## src/rtl/pm_xform_pkg.sv

```systemverilog
package pm_xform_pkg;
  localparam int unsigned NUM_SV_MODES = 3;
  localparam int unsigned PRIV_W       = 2;
  localparam int unsigned RSV_PRIV     = 2;

  typedef enum logic [1:0] {
    VA39    = 2'd0,
    VA48    = 2'd1,
    VA57    = 2'd2,
    VA_BARE = 2'd3
  } va_mode_e;

  typedef enum logic [1:0] {
    K_DATA   = 2'd0,
    K_HYP    = 2'd1,
    K_IFETCH = 2'd2,
    K_TBLJMP = 2'd3
  } acc_kind_e;

  // significant bits of translation mode i: 39, 48, 57
  function automatic int unsigned sig_bits(input int unsigned i);
    return 39 + 9 * i;
  endfunction
endpackage

```

## src/rtl/pm_priv_sel.sv

```systemverilog
module pm_priv_sel
  import pm_xform_pkg::*;
#(
  parameter int unsigned PW = PRIV_W
) (
  input  logic [PW-1:0]      priv,
  input  logic [PW-1:0]      tgt_priv,
  input  logic [1:0]         kind,
  input  logic [2**PW-1:0]   en,
  output logic               mask_on
);
  logic [PW-1:0] gov_priv;
  logic          is_data;

  always_comb begin
    // hypervisor-style accesses follow the level they target
    gov_priv = (acc_kind_e'(kind) == K_HYP) ? tgt_priv : priv;
    // fetches of either kind are never masked as data
    is_data  = (acc_kind_e'(kind) == K_DATA) || (acc_kind_e'(kind) == K_HYP);
    // reserved level never masks
    mask_on  = is_data && (gov_priv != PW'(RSV_PRIV)) && en[gov_priv];
  end
endmodule

```

## src/rtl/pm_sext.sv

```systemverilog
module pm_sext #(
  parameter int unsigned XLEN = 64,
  parameter int unsigned SIG  = 39,
  localparam int unsigned TAG_W = XLEN - 1 - SIG
) (
  input  logic [XLEN-1:0] addr_i,
  input  logic            mask_on,
  output logic [XLEN-1:0] addr_o,
  output logic            fault_o
);
  logic [XLEN-SIG:0] upper;
  logic              top_sig;
  logic              sel_bit;

  always_comb begin
    upper   = addr_i[XLEN-1:SIG-1];
    top_sig = addr_i[SIG-1];
    sel_bit = addr_i[XLEN-1];
    if (mask_on) begin
      addr_o  = {sel_bit, {TAG_W{top_sig}}, addr_i[SIG-1:0]};
      fault_o = sel_bit ^ top_sig;
    end else begin
      addr_o  = addr_i;
      fault_o = !((&upper) || !(|upper));
    end
  end
endmodule

```

## src/rtl/pm_addr_xform.sv

```systemverilog
module pm_addr_xform
  import pm_xform_pkg::*;
#(
  parameter int unsigned XLEN = 64,
  parameter int unsigned PW   = PRIV_W,
  localparam int unsigned NEN = 2**PW
) (
  input  logic            clk,
  input  logic            rst_n,
  input  logic            req_valid,
  input  logic [XLEN-1:0] req_addr,
  input  logic [1:0]      req_mode,
  input  logic [PW-1:0]   req_priv,
  input  logic [PW-1:0]   req_tgt_priv,
  input  logic [1:0]      req_kind,
  input  logic [NEN-1:0]  pm_en,
  output logic            rsp_valid,
  output logic [XLEN-1:0] rsp_addr,
  output logic            rsp_fault,
  output logic [XLEN-1:0] rsp_tval
);
  logic            mask_on;
  logic [XLEN-1:0] cand_addr  [NUM_SV_MODES+1];
  logic            cand_fault [NUM_SV_MODES+1];
  logic [XLEN-1:0] addr_d, tval_d;
  logic            fault_d;
  logic            valid_q, fault_q;
  logic [XLEN-1:0] addr_q, tval_q;

  pm_priv_sel #(.PW(PW)) u_sel (
    .priv    (req_priv),
    .tgt_priv(req_tgt_priv),
    .kind    (req_kind),
    .en      (pm_en),
    .mask_on (mask_on)
  );

  for (genvar g = 0; g < NUM_SV_MODES; g++) begin : g_mode
    pm_sext #(.XLEN(XLEN), .SIG(sig_bits(g))) u_sext (
      .addr_i (req_addr),
      .mask_on(mask_on),
      .addr_o (cand_addr[g]),
      .fault_o(cand_fault[g])
    );
  end

  // bare setting: no transform, no check
  assign cand_addr[NUM_SV_MODES]  = req_addr;
  assign cand_fault[NUM_SV_MODES] = 1'b0;

  always_comb begin
    addr_d  = cand_addr[req_mode];
    fault_d = cand_fault[req_mode];
    tval_d  = fault_d ? addr_d : '0;
  end

  always_ff @(posedge clk or negedge rst_n) begin
    if (!rst_n) begin
      valid_q <= 1'b0;
      addr_q  <= '0;
      fault_q <= 1'b0;
      tval_q  <= '0;
    end else begin
      valid_q <= req_valid;
      if (req_valid) begin
        addr_q  <= addr_d;
        fault_q <= fault_d;
        tval_q  <= tval_d;
      end
    end
  end

  assign rsp_valid = valid_q;
  assign rsp_addr  = addr_q;
  assign rsp_fault = fault_q;
  assign rsp_tval  = tval_q;

  p_lat_r2: assert property (@(posedge clk) disable iff (!rst_n)
    req_valid |=> rsp_valid);
  p_idle_r2: assert property (@(posedge clk) disable iff (!rst_n)
    !req_valid |=> (!rsp_valid && $stable(rsp_addr) && $stable(rsp_tval)));
  p_sel_bit_r3: assert property (@(posedge clk) disable iff (!rst_n)
    req_valid |=> rsp_addr[XLEN-1] == $past(req_addr[XLEN-1]));
  p_bare_r6: assert property (@(posedge clk) disable iff (!rst_n)
    (req_valid && req_mode == 2'd3) |=> (!rsp_fault && rsp_addr == $past(req_addr)));
  p_tval_fault_r7: assert property (@(posedge clk) disable iff (!rst_n)
    (rsp_valid && rsp_fault) |-> rsp_tval == rsp_addr);
  p_tval_clear_r7: assert property (@(posedge clk) disable iff (!rst_n)
    (rsp_valid && !rsp_fault) |-> rsp_tval == '0);
  p_fetch_r10: assert property (@(posedge clk) disable iff (!rst_n)
    (req_valid && req_kind[1]) |=> rsp_addr == $past(req_addr));
endmodule

```

## config.mk

```make
export PLATFORM = sky130hd
export DESIGN_NAME = pm_addr_xform
export DESIGN_NICKNAME = d
export VERILOG_FILES = /design/src/rtl/pm_xform_pkg.sv /design/src/rtl/pm_priv_sel.sv /design/src/rtl/pm_sext.sv /design/src/rtl/pm_addr_xform.sv
export SDC_FILE = /design/constraint.sdc
export NUM_CORES = 1
export LEC_CHECK = 0
export BUFFER_PORTS_ARGS = -buffer_cell sky130_fd_sc_hd__buf_2
export CORE_UTILIZATION = 53
export DETAILED_ROUTE_END_ITERATION = 6
export PLACE_DENSITY = 0.84
export SYNTH_ARGS = -nofsm -noshare
export SYNTH_HDL_FRONTEND = slang
export SYNTH_SLANG_ARGS = --single-unit
```

## constraint.sdc

```tcl
create_clock -name clk -period 0.9 [get_ports clk]
set_input_delay 0.135 -clock clk [delete_from_list [all_inputs] [get_ports clk]]
set_output_delay 0.135 -clock clk [all_outputs]
set_load 0.03 [all_outputs]
```

==> impl_metrics.ini, run 1 <==
[synthesis]
netlist_instances = 551
yosysUniqueCellTypes = 33
avgSynthCellArea_sq_um = 9.86
syn-cell-area_sq_um = 5430
syn_nets = 630
synth_top_cell_area_share_pct = 59.9
async_reset_ff_share_pct = 100
yosys_warnings = 0
synth_ff_type = dfrtp_1
synth.area.top_cells = dfrtp_1 60%, a21oi_2 7.9%, nand2_1 6.8%
synth-seq-cells = 130
yosysSeqAreaShare_pct = 59.9
synth_top_area_cell = dfrtp_1
synth_edf_count = 0

[run_status]
outcome = stopped before the end
stop_error = [ERROR DPL-0038] Utilization greater than 100%, impossible to legalize
stop_stage = global routing

[place]
place_hpwl_um = 11100
place.gp.congestion = 0.883
port_buffers = 207

[cts]
cts_root_buffer = clkbuf_8
max-clock-path-buffers = 2
cts_buffers = 17
cts.sinks = 130
cts.htree.levels = 4

[die]
fp-row-count = 36
start_util_pct = 55.1
die_w_um = 103
top_level_ports = 209
die_h_um = 103

[sta]
worstEpCategory = sequential cell input
worstEndpointGrtRepair = rsp_tval[14]$_DFFE_PN0P_/D

[global_route]
grt_max_degree = 55
synth_stat cells, types with 4 or more instances:
library cell / n
a21oi_1: 16
a21oi_2: 49
buf_6: 6
clkbuf_1: 21
dfrtp_1: 130
inv_1: 57
nand2_1: 99
nand3_1: 6
nand4_1: 6
nor2_1: 39
nor3_1: 13
nor4_1: 4
o2111ai_1: 6
o21ai_0: 64
or2_2: 6
through the flow:
stage	instance area (sq um)	std cells	TNS (ns)	setup WS [ns]	hold WS [ns]
4_1_cts	9620	1048	-97.97	-0.825	0.0105
3_5_place_dp	7090	918	-111.26	-1.42	0.152
3_3_place_gp	7090	918	-104.28	-1.34	0.140
2_1_floorplan	5560	551	-88.72	-1.10	-0.161
repair_timing:
item	4_1_cts
hold endpoints to repair	220
pin swaps	8
buffers inserted	44
gates cloned	4
hold buffers	50
setup endpoints to repair	219
gates resized for setup	311
cells by family after synthesis:
group	Yosys count	share of synthesized area, %
simple gates	182	14.2
compound gates	145	17.9
flops	130	59.9
buf+inv	88	6.93
xor+xnor	3	0.484
mux	3	0.645
==> run 2: changes to the inputs <==
Settings changed: CORE_UTILIZATION 53 to 40, PLACE_DENSITY 0.84 to default, PLACE_DENSITY_LB_ADDON from default to 0.15.
==> run 2 against run 1 <==
Effect of this change: the flow now finishes, with violations (setup timing); synthesized cell count is the same; area after synthesis is the same.
==> impl_metrics.ini, run 2 <==
[final_layout]
drive_gt1_share_pct = 51.9
syn_to_final_growth_pct = 85.4
layout_commonest_cell = buf_6
fin_util_pct = 76.0
nets = 1005
layout_common_cells = 137 x buf_6, 130 x dfrtp_1, 126 x buf_4
final_cell_area_sq_um = 10100

[power_and_ir_drop]
sw_frac_of_total_pct = 30.4
p_leak_nw = 4.81
pwr-share-seq_pct = 35.9
netSwitchingPower_mw = 5.86
powerDensity_nw_per_um2 = 1910
power_frac_comb_pct = 28.0
total_power_mw = 19.3
pwr-share-clk_pct = 36.1
ir_worst_vdd_v = 0.00118
internal-power_mw = 13.4

[synthesis]
async_reset_ff_share_pct = 100
syn_nets = 630
netlist_instances = 551
synth_top_cell_area_share_pct = 59.9
synth-seq-cells = 130
yosysSeqAreaShare_pct = 59.9
synth.area.top_cells = dfrtp_1 60%, a21oi_2 7.9%, nand2_1 6.8%
syn-cell-area_sq_um = 5430
synth_top_area_cell = dfrtp_1
synth_ff_type = dfrtp_1
yosys_warnings = 0
yosysMostFrequentCell = dfrtp_1
synth_commonest_cells = 130 x dfrtp_1, 99 x nand2_1, 64 x o21ai_0
synth_edf_count = 0
avgSynthCellArea_sq_um = 9.86
yosysUniqueCellTypes = 33

[detailed_routing]
first_pass_iters = 4
drc_errors = 0
drt_first_iter_violations = 200
vias = 5538
drt-vias-per-instance = 4.97
wirelength_um = 18200
ant_nets = 0
wl_per_cell_um = 16.3

[cts]
cts_buffers = 17
clk_latency_ns = 0.40
cts_root_buffer = clkbuf_16
cts.htree.levels = 4
max-clock-path-buffers = 2
clk_pin_slew_worst_paths_ns = 0.06
cts.sinks = 130
cts_tree = built

[die]
die_w_um = 119
die_area_sq_um = 14000
core-area_sq_um = 13200
start_util_pct = 41.0
top_level_ports = 209
fp-row-count = 42
die_h_um = 119

[sta]
finalClockSkew_ns = 0
max_slew_margin_pct = 68.3
setup_viol = 220
timing.final.crit_share_pct = 211
tightest_slew_ns = 0.475
finalHoldViolCount = 0
slew_viol_final = 0
fmax_mhz = 527
finalCriticalPeriod_ns = 1.90
postLayoutSetupSlackWorst_ns = -0.997
rsz0062_at_grt = true
setup_tns_ns = -93.19

[global_route]
overflow = 0
track_usage_pct = 25.5
grt_max_degree = 48
grt_pass1_vias = 5607
grt_pass1_wl_um = 28200
antenna_found_initial = 1

[critical_path]
endpoint_kind = flop
cp.required_ns = 1.20
critPathKind = primary input to flop
worstPathMaxFanout = 23
critPathArrivalTime_ns = 2.20
start_kind = primary input

[run_status]
violations = setup timing
outcome = finished with violations

[place]
port_buffers = 207
place.gp.congestion = 0.912
dpl-instance-area_sq_um = 7230
pre_cts_ws_ns = -1.39
place_hpwl_um = 11100

[worst_hold_path]
hold_class = primary input to flop

[flow_run]
max_cap_violations = 0
[run 2: worst max-delay path, cell delays in order]
cell and delay [ns]:
buf_6 0.09, mux2_4 0.29, a221o_1 0.36, and2_4 0.16, o311a_1 0.36, o311a_4 0.37, buf_12 0.19, nor3_1 0.23
[run 2: through the flow]
stage,hold slack [ns],std cells
after floorplan,-0.161,551
after global placement,0.0416,967
after detailed placement,0.0412,967
after CTS,0.00137,1064
after global routing,0.0121,1115
final,0.0253,1115
[run 2: power by group through the flow]
| stage | combinational (mW) | sequential (mW) | clock (mW) |
|---|---|---|---|
| 2_1_floorplan | 1.03 | 8.04 | 0 |
| 3_5_place_dp | 3.71 | 6.86 | 0 |
| 5_1_grt | 5.69 | 6.96 | 7.31 |
| 3_3_place_gp | 3.66 | 6.84 | 0 |
| 4_1_cts | 4.98 | 6.90 | 7.03 |
| 6_report | 5.39 | 6.91 | 6.96 |
[run 2: cell type report]
cell class              instances  area (sq um)
clock inverters                12           160
well taps                     176           220
multi-input cells             333          2270
repair buffers                387          3500
flip-flops and latches        130          3250
fillers                       868          3170
clock buffers                  19           443
inverters                      57           214
diodes                          1          2.50
[run 2: path summary, 6_finish.rpt]
check	startpoint	slack, ns	cells past startpoint	to
max in group asynchronous	rst_n	0.26	3	rsp_addr[63]
worst min-delay path	req_addr[13]	0.03	3	rsp_tval[13]
worst min register to register	rsp_fault	0.53	2	rsp_fault
worst max register to register	rsp_addr[12]	-0.02	4	rsp_addr[12]
min in group asynchronous	rst_n	0.16	2	rsp_addr[14]
worst max-delay path	req_priv[1]	-1.0	8	rsp_tval[45]
[run 2: layer usage]
layer  global-route usage (%)  wire length (um)
met4                     9.97               449
met3                     5.26               908
met5                        0                 0
met1                     31.5              7350
met2                     43.6              9500
[run 2: cells by family (layout without fill, tap and decap cells)]
kind of cell,Yosys count,count (layout),synth area share [%]
AOI/OAI and AO/OA,145,145,17.9
muxes,3,3,0.645
DFF,130,130,59.9
other,0,1,0
xor gates and xnor gates,3,3,0.484
and+or+nand+nor,182,182,14.2
buffers and inverters,88,475,6.93
[run 2: what timing repair did]
action / CTS / global route
resized for setup: 342 / 21
buffers inserted: 28 / 52
hold buffers: 36 / 0
setup endpoints to repair: 219 / 219
gates cloned: 2 / 0
pin swaps: 11 / 5
endpoints found under the hold margin: 192 / 0
No activity file was read; power rests on OpenSTA's default activity.
==> run 3: changes to the inputs <==
Settings changed: REMOVE_ABC_BUFFERS from default to 1.
==> run 3 against run 2 <==
Effect of this change: critical path depth is 1 higher; hold slack better by 0.0014 ns; setup slack improved by 0.056 ns; the run still ends with setup timing left; flip-flop and latch count stayed put; clock skew stayed put; combinational power rose by 2%; sequential share of layout area is 0.26 points lower.
==> impl_metrics.ini, run 3 (synthesis gave the netlist of run 2 again) <==
[flow_run]
max_cap_violations = 0

[cts]
cts.htree.levels = 4
cts_root_buffer = clkbuf_16
max-clock-path-buffers = 2
cts.sinks = 130
cts_buffers = 17
cts_tree = built
clk_latency_ns = 0.41
clk_pin_slew_worst_paths_ns = 0.06

[place]
place_hpwl_um = 10600
pre_cts_ws_ns = -1.46
dpl-instance-area_sq_um = 7070
place.gp.congestion = 0.876
port_buffers = 207
dp_cells = 963

[detailed_routing]
drt_first_iter_violations = 367
drc_errors = 0
wl_per_cell_um = 17.4
wirelength_um = 19400
first_pass_iters = 5
vias = 5674
ant_nets = 0
drt-vias-per-instance = 5.09

[global_route]
grt_max_degree = 41
track_usage_pct = 26.3
overflow = 0
grt_pass1_vias = 5609
antenna_found_initial = 1
grt_pass1_wl_um = 28600

[power_and_ir_drop]
pwr-share-clk_pct = 35.7
power_frac_comb_pct = 28.5
internal-power_mw = 13.4
netSwitchingPower_mw = 5.96
pwr-share-seq_pct = 35.8
powerDensity_nw_per_um2 = 1910
p_leak_nw = 4.83
total_power_mw = 19.3
sw_frac_of_total_pct = 30.8
ir_worst_vdd_v = 0.00125

[die]
start_util_pct = 41.0
fp-row-count = 42
die_w_um = 119
top_level_ports = 209
die_h_um = 119
core-area_sq_um = 13200
die_area_sq_um = 14000

[sta]
finalClockSkew_ns = 0
fin_hold_ws_ns = 0.0266
setup_viol = 219
tightest_slew_ns = 0.361
postLayoutSetupSlackWorst_ns = -0.941
timing.final.crit_share_pct = 205
finalHoldViolCount = 0
finalCriticalPeriod_ns = 1.84
slew_viol_final = 0
fmax_mhz = 543
rsz0062_at_grt = true
max_slew_margin_pct = 75.9

[critical_path]
critPathKind = primary input to flop
crit_buf_inv = 3
endpoint_kind = flop
crit_slowest_cell = o311a_4
critical-path-top-delay-family = compound AO/OA/AOI/OAI gates
worstPathMaxFanout = 8
path_cells = buf_6, mux2_4, a221o_1, and2_4, o311a_1, o311a_4, buf_12, buf_16, a21oi_2
max_stage_delay_ns = 0.44
critPathArrivalTime_ns = 2.18
start_kind = primary input
cp.required_ns = 1.24

[worst_hold_path]
hold_class = primary input to flop

[final_layout]
layout_common_cells = 140 x buf_6, 130 x dfrtp_1, 120 x buf_4
nets = 1005
layout_commonest_cell = buf_6
nFillCells = 827
fin_cells = 1115
drive_gt1_share_pct = 51.7
syn_to_final_growth_pct = 86.9
final_cell_area_sq_um = 10200

[run_status]
violations = setup timing
outcome = finished with violations
[run 3: what timing repair did]
action / in CTS / in global routing
buffers inserted: 33 / 44
gates resized for setup: 354 / 38
gates cloned: 4 / 0
setup endpoints to repair: 219 / 219
pin swaps: 13 / 12
hold endpoints to repair: 206 / 0
hold buffers: 41 / 0
[run 3: tightest hold or removal path: cells and delay by family]
family | cells | cell delay (ns)
buf+inv | 1 | 0.12
compound gates | 2 | 0.14
[run 3: area by class of cell]
| cell class | count | area (sq um) | share of cell area, % |
|---|---|---|---|
| tap | 176 | 220 | 2.17 |
| antenna | 1 | 2.50 | 0.0247 |
| timing repair buffer | 387 | 3570 | 35.2 |
| clock buffer | 23 | 488 | 4.81 |
| multi-input combinational | 333 | 2300 | 22.6 |
| inverter | 57 | 214 | 2.11 |
| sequential | 130 | 3250 | 32.0 |
| clock inverter | 8 | 101 | 0.998 |
[run 3: path summary, 6_finish.rpt]
| path | from | to | slack (ns) | cells after the start |
|---|---|---|---|---|
| setup / recovery | req_priv[1] | rsp_tval[34] | -0.94 | 9 |
| hold / removal | req_addr[49] | rsp_addr[49] | 0.03 | 3 |
| hold reg to reg | rsp_addr[56] | rsp_addr[56] | 0.54 | 2 |
| setup reg to reg | rsp_tval[60] | rsp_tval[60] | -0.06 | 4 |
| min in group asynchronous | rst_n | rsp_tval[30] | 0.17 | 2 |
| max in group asynchronous | rst_n | rsp_addr[41] | 0.23 | 3 |
[run 3: power by group through the flow]
stage	sequential [mW]	clock, mW	combinational, mW
global placement	6.83	0	3.56
floorplan	8.05	0	0.856
global route	6.97	7.29	5.77
finish	6.92	6.92	5.51
detailed placement	6.85	0	3.61
CTS	6.90	6.96	4.97
[run 3: routing by layer]
layer	wire length, um	global-route usage (%)	share of wire [%]	vias up
met1	7780	32.8	40	2789
met4	418	10.2	2.2	0
li1	-	-	-	2588
met3	1210	6.32	6.2	37
met2	10000	44.1	52	260
met5	0	0	0	-
[run 3: stage by stage]
| stage | TNS [ns] | utilization, % |
|---|---|---|
| global placement | -107.71 | 53.4 |
| global route | -98.43 | 76.6 |
| CTS | -91.85 | 72.3 |
| floorplan | -185.60 | - |
| finish | -91.49 | 76.7 |
| detailed placement | -112.38 | 53.4 |
